`config.mk`:
```
export PLATFORM = sky130hd
export DESIGN_NAME = sbus_csr_regs
export DESIGN_NICKNAME = d
export VERILOG_FILES = /design/src/rtl/sbus_csr_regs.sv
export SDC_FILE = /design/constraint.sdc
export NUM_CORES = 1
export LEC_CHECK = 0
export BUFFER_PORTS_ARGS = -buffer_cell sky130_fd_sc_hd__buf_2
export CAP_MARGIN = 30
export CORE_MARGIN = 2
export CORE_UTILIZATION = 48
export CTS_BUF_LIST = sky130_fd_sc_hd__clkbuf_4 sky130_fd_sc_hd__clkbuf_8
export CTS_CLUSTER_DIAMETER = 30
export DETAILED_ROUTE_END_ITERATION = 8
export PLACE_DENSITY = 0.88
export SETUP_SLACK_MARGIN = 0.02
export SYNTH_ARGS = -nofsm -noshare
export SYNTH_HDL_FRONTEND = slang
export SYNTH_SLANG_ARGS = --single-unit
```
`constraint.sdc`:
```
create_clock -name clk -period 3.14 [get_ports clk]
set_input_delay 0.628 -clock clk [delete_from_list [all_inputs] [get_ports clk]]
set_output_delay 0.628 -clock clk [all_outputs]
set_load 0.01 [all_outputs]
```
`src/rtl/sbus_csr_regs.sv`:
```
module sbus_csr_regs #(
  parameter int          ADDR_W       = 12,
  parameter int          LEN_W        = 16,
  parameter logic [9:0]  BUS_ID_RST   = 10'h3FF,
  parameter logic [12:0] SPLIT_LO_RST = 13'd800,
  parameter logic [5:0]  BCAST_CHAN   = 6'd31
) (
  input  logic              clk,
  input  logic              rst_n,
  input  logic              req_valid,
  input  logic              req_write,
  input  logic [ADDR_W-1:0] req_addr,
  input  logic [LEN_W-1:0]  req_len,
  input  logic [31:0]       req_wdata,
  input  logic [5:0]        node_num,
  input  logic [31:0]       res_bus_mgr,
  input  logic [31:0]       res_bandwidth,
  input  logic [31:0]       res_chan_hi,
  input  logic [31:0]       res_chan_lo,
  output logic              rsp_valid,
  output logic [3:0]        rsp_code,
  output logic [31:0]       rsp_rdata,
  output logic              bus_id_load,
  output logic [9:0]        bus_id_value,
  output logic              cyc_load,
  output logic [31:0]       cyc_value
);
  localparam logic [3:0] RC_OK   = 4'd0;
  localparam logic [3:0] RC_TYPE = 4'd6;
  localparam logic [3:0] RC_ADDR = 4'd7;

  localparam logic [ADDR_W-1:0] A_STCLR  = ADDR_W'(32'h000);
  localparam logic [ADDR_W-1:0] A_STSET  = ADDR_W'(32'h004);
  localparam logic [ADDR_W-1:0] A_NODE   = ADDR_W'(32'h008);
  localparam logic [ADDR_W-1:0] A_RSTART = ADDR_W'(32'h00C);
  localparam logic [ADDR_W-1:0] A_SPLHI  = ADDR_W'(32'h018);
  localparam logic [ADDR_W-1:0] A_SPLLO  = ADDR_W'(32'h01C);
  localparam logic [ADDR_W-1:0] A_CYC    = ADDR_W'(32'h200);
  localparam logic [ADDR_W-1:0] A_BUST   = ADDR_W'(32'h204);
  localparam logic [ADDR_W-1:0] A_BMGR   = ADDR_W'(32'h21C);
  localparam logic [ADDR_W-1:0] A_BW     = ADDR_W'(32'h220);
  localparam logic [ADDR_W-1:0] A_CHHI   = ADDR_W'(32'h224);
  localparam logic [ADDR_W-1:0] A_CHLO   = ADDR_W'(32'h228);
  localparam logic [ADDR_W-1:0] A_BCAST  = ADDR_W'(32'h234);

  localparam logic [31:0] BCAST_FIXED = {1'b1, 25'b0, BCAST_CHAN};

  logic [9:0]  bus_id;
  logic [2:0]  split_hi;
  logic [12:0] split_lo;
  logic [31:0] cyc_time;
  logic [24:0] bus_time;
  logic        bcast_valid;

  logic [3:0]  code;
  logic [31:0] rd;
  logic        misaligned;

  assign misaligned = (req_addr[1:0] != 2'b00) || (req_len[1:0] != 2'b00);

  always_comb begin
    code = RC_OK;
    rd   = '0;
    case (req_addr)
      A_STCLR, A_STSET, A_RSTART: rd = '0;
      A_NODE:  rd = {bus_id, node_num, 16'h0};
      A_SPLHI: rd = {29'h0, split_hi};
      A_SPLLO: rd = {split_lo, 19'h0};
      A_CYC:   rd = cyc_time;
      A_BUST:  rd = {bus_time, 7'h0};
      A_BMGR:  begin rd = res_bus_mgr;   if (req_write) code = RC_TYPE; end
      A_BW:    begin rd = res_bandwidth; if (req_write) code = RC_TYPE; end
      A_CHHI:  begin rd = res_chan_hi;   if (req_write) code = RC_TYPE; end
      A_CHLO:  begin rd = res_chan_lo;   if (req_write) code = RC_TYPE; end
      A_BCAST: rd = BCAST_FIXED | {1'b0, bcast_valid, 30'h0};
      default: code = RC_ADDR;
    endcase
    if (misaligned) code = RC_TYPE;
  end

  wire wr_ok = req_valid && req_write && (code == RC_OK);

  always_ff @(posedge clk) begin
    if (!rst_n) begin
      bus_id      <= BUS_ID_RST;
      split_hi    <= '0;
      split_lo    <= SPLIT_LO_RST;
      cyc_time    <= '0;
      bus_time    <= '0;
      bcast_valid <= 1'b0;
      rsp_valid   <= 1'b0;
      rsp_code    <= RC_OK;
      rsp_rdata   <= '0;
      bus_id_load <= 1'b0;
      cyc_load    <= 1'b0;
    end else begin
      rsp_valid   <= req_valid;
      rsp_code    <= req_valid ? code : RC_OK;
      rsp_rdata   <= (req_valid && !req_write && code == RC_OK) ? rd : '0;
      bus_id_load <= wr_ok && (req_addr == A_NODE);
      cyc_load    <= wr_ok && (req_addr == A_CYC);
      if (wr_ok) begin
        case (req_addr)
          A_NODE:  bus_id      <= req_wdata[31:22];
          A_SPLHI: split_hi    <= req_wdata[2:0];
          A_SPLLO: split_lo    <= req_wdata[31:19];
          A_CYC:   cyc_time    <= req_wdata;
          A_BUST:  bus_time    <= req_wdata[31:7];
          A_BCAST: bcast_valid <= req_wdata[30];
          default: ;
        endcase
      end
    end
  end

  assign bus_id_value = bus_id;
  assign cyc_value    = cyc_time;
endmodule

```
==> reports/qor.csv <==
stage,metric,value,unit
worst_hold_path,min_path_type,primary input to register,
routing,routed_wl,21000,um
logic_synthesis,synth_area_per_cell,8.42,um2
sta,max_freq,428,MHz
worst_setup_path,critical_path_class,primary input to register,
logic_synthesis,synth_compound_area_share,19.9,%
logic_synthesis,ys.flop_type,dfxtp_1,
sta,clock_skew,0.0102,ns
sta,worst_pin_slew,0.746,ns
job,maxCapViolCount,0,
logic_synthesis,yosysWarnings,0,
worst_setup_path,critPathMaxStageDelay,0.69,ns
logic_synthesis,synth_top_family_by_area,simple AND/OR/NAND/NOR gates,
floorplan,core,12100,um2
grt,grt_pass1_vias,6136,
placement,portBuffers,263,
clocking,clock_latency,0.46,ns
worst_setup_path,worst_path_max_delay_cell,or4b_1,
routing,drt_iter0_markers,753,
logic_synthesis,synth_fa_ha_area_share,0,%
placement,place.gp.congestion,0.906,
sta,fin_crit_sh,74.5,%
finish,multi_input_area,3330,um2
logic_synthesis,synth_edf_count,0,
pwr,fin_total_pwr,0.00334,W
clocking,cts_post_setup_buffers_inserted,0,
sta,rsz0062_at_grt,no,
logic_synthesis,synth-seq-cells,121,
clocking,root_buffer,clkbuf_8,
finish,drive_above_1_share,38.3,%
clocking,cts_tree,built,
grt,overflow,0,
clocking,hold_buffers,0,
grt,grt_start_max_net_pins,85,
finish,nFillCells,1022,
logic_synthesis,muxShareOfSynthArea,13.4,%
routing,drc,0,
pwr,internal-power,0.00255,W
worst_setup_path,critPathTopFamily,simple AND/OR/NAND/NOR gates,
finish,ff_latch_area,2420,um2
grt,antenna_found_initial,1,
floorplan,chipWidth,115,um
sta,setup_viol,0,
logic_synthesis,synth_nets,905,
routing,wl_per_cell,18.3,um
clocking,cts_resized,0,
worst_setup_path,worstPathRequired,3.52,ns
finish,final_common_cell,buf_2,
sta,slew_viol_final,0,
floorplan,dieArea,13300,um2
worst_setup_path,crit_chain,"buf_2, or4b_1, or4_1, nor4_4, buf_4, nand2_1, a21boi_1",
logic_synthesis,synth.cell_area,5950,um2
finish,final_cell_mix,"263 x buf_2, 165 x nand2_1, 121 x dfxtp_1",
floorplan,ios,279,
logic_synthesis,postSynthCellCount,707,
clocking,htree_levels,4,
finish,nNetsFinal,1161,
worst_setup_path,cp_max_fo,19,
logic_synthesis,synth_simple_gate_area_share,22.1,%
outcome,status,"finished, final reports clean",
sta,tns,0,ns
finish,area_growth,33.7,%
sta,max_slew_margin,50.1,%
finish,final_util,65.9,%
logic_synthesis,async_flop_share,0,%
logic_synthesis,ys_types,45,
sta,period_needed,2.34,ns
routing,ant_nets,0,
floorplan,die_h,115,um
logic_synthesis,synth-xor-area-share,0,%
worst_setup_path,path_buf_inv,2,
routing,via_per_inst,5.70,
worst_setup_path,start_kind,primary input,
placement,hpwl,14900,um
clocking,clock_path_buffers,2,
clocking,clk_pin_slew_worst_paths,0.07,ns
pwr,combinationalPowerShare,9.2,%
clocking,clock-sinks,121,
pwr,p_leak,3.45,nW
routing,num_vias,6521,
pwr,pwr-share-clk,44.8,%
pwr,p_sw,0.000794,W
floorplan,floorplan.initialDensity,49.3,%
pwr,power_switching_share,23.8,%
pwr,pwr-share-seq,46.0,%
pwr,ir_drop,0.273,mV
pwr,power_density,420,nW/um2
logic_synthesis,ys_seq_area_share,40.7,%
worst_setup_path,endpoint_kind,register,
clocking,numCtsBuffers,17,
worst_setup_path,crit_arrival,2.72,ns
grt,grt.total_usage,30.8,%
floorplan,num_rows,40,
routing,firstDrtPassIters,6,
grt,grt_pass1_wl,31500,um
sta,hold_viol_final,0,
-- path summary, 6_finish.rpt --
path | start | to | slack, ns | depth (start not counted)
setup / recovery | req_addr[8] | cyc_value[12] | 0.80 | 7
hold / removal | req_wdata[18] | cyc_value[18] | 0.42 | 3
setup reg to reg | bus_time[19] | rsp_rdata[26] | 2.03 | 3
hold reg to reg | bus_time[20] | bus_time[20] | 0.46 | 2
-- layer usage --
metal | up-vias | global-route usage [%] | part of all wire [%]
met5 | - | 0 | 0
met4 | 0 | 15.3 | 2.7
met3 | 58 | 7.70 | 9.6
met2 | 391 | 51.3 | 49
li1 | 3028 | - | -
met1 | 3044 | 37.0 | 38
-- per-stage QoR --
step | std cells | hold WS [ns] | setup WS (ns) | cell area [um2]
finish | 1145 | 0.418 | 0.802 | 7950
global route | 1145 | 0.418 | 0.675 | 7950
CTS | 1144 | 0.401 | 0.831 | 7950
detailed placement | 1112 | 0.448 | 0.353 | 7520
global placement | 1112 | 0.443 | 0.416 | 7520
floorplan | 707 | 0.428 | 0.688 | 5950
-- cell type report --
cell class,count,share of cell area [%]
inverter,3,0.142
antenna,1,0.0315
sequential,121,30.5
clock buffer,21,3.56
tap,168,2.64
timing repair buffer,292,19.4
clock inverter,11,1.79
multi-input combinational,528,41.9
-- synth_stat cells (4+ instances only) --
cell	instances	share of area [%]
clkbuf_1	43	2.7
nor4_1	5	0.53
a21oi_1	33	2.8
buf_1	5	0.32
a41oi_1	6	0.88
nand2_1	165	10
nor2_1	24	1.5
a222oi_1	8	1.3
nand3_1	25	2.1
o21ai_0	15	1.3
mux2i_1	39	6.6
a21boi_1	32	4.0
dfxtp_1	121	41
a22oi_1	27	3.4
a21boi_0	26	3.3
buf_2	5	0.42
mux2_2	36	6.8
and3_1	4	0.42
a31oi_1	18	1.9
nor3_1	8	0.67
nor2b_1	16	1.7
-- logic make-up (layout without fill, tap and decap cells) --
group	count (synthesis)	count (layout)
other	1	2
multiplexers	75	75
flip-flops	121	121
buffers and inverters	58	327
AO/OA/AOI/OAI	172	172
AND/OR/NAND/NOR	280	280
-- tightest hold or removal path: stages --
cell and delay, ns:
buf_2 0.10, nand2_1 0.05, a21boi_1 0.05
-- sequential cells by signal, summed over array words and instances (netlist names) --
signal / cells
rsp_valid: 1
rsp_code: 2
rsp_rdata: 32
cyc_value: 32
bus_time: 25
bus_id_value: 10
bus_id_load: 1
split_lo: 13
cyc_load: 1
bcast_valid: 1
split_hi: 3
-- power groups by stage --
stage | clock network, W | registers, W | logic (W)
after floorplan | 0 | 0.00157 | 0.000132
after global placement | 0 | 0.00157 | 0.000299
after detailed placement | 0 | 0.00157 | 0.000303
after CTS | 0.00151 | 0.00154 | 0.000305
after global routing | 0.00157 | 0.00153 | 0.000331
final | 0.00150 | 0.00154 | 0.000308
No activity file was read; power rests on OpenSTA's default activity.
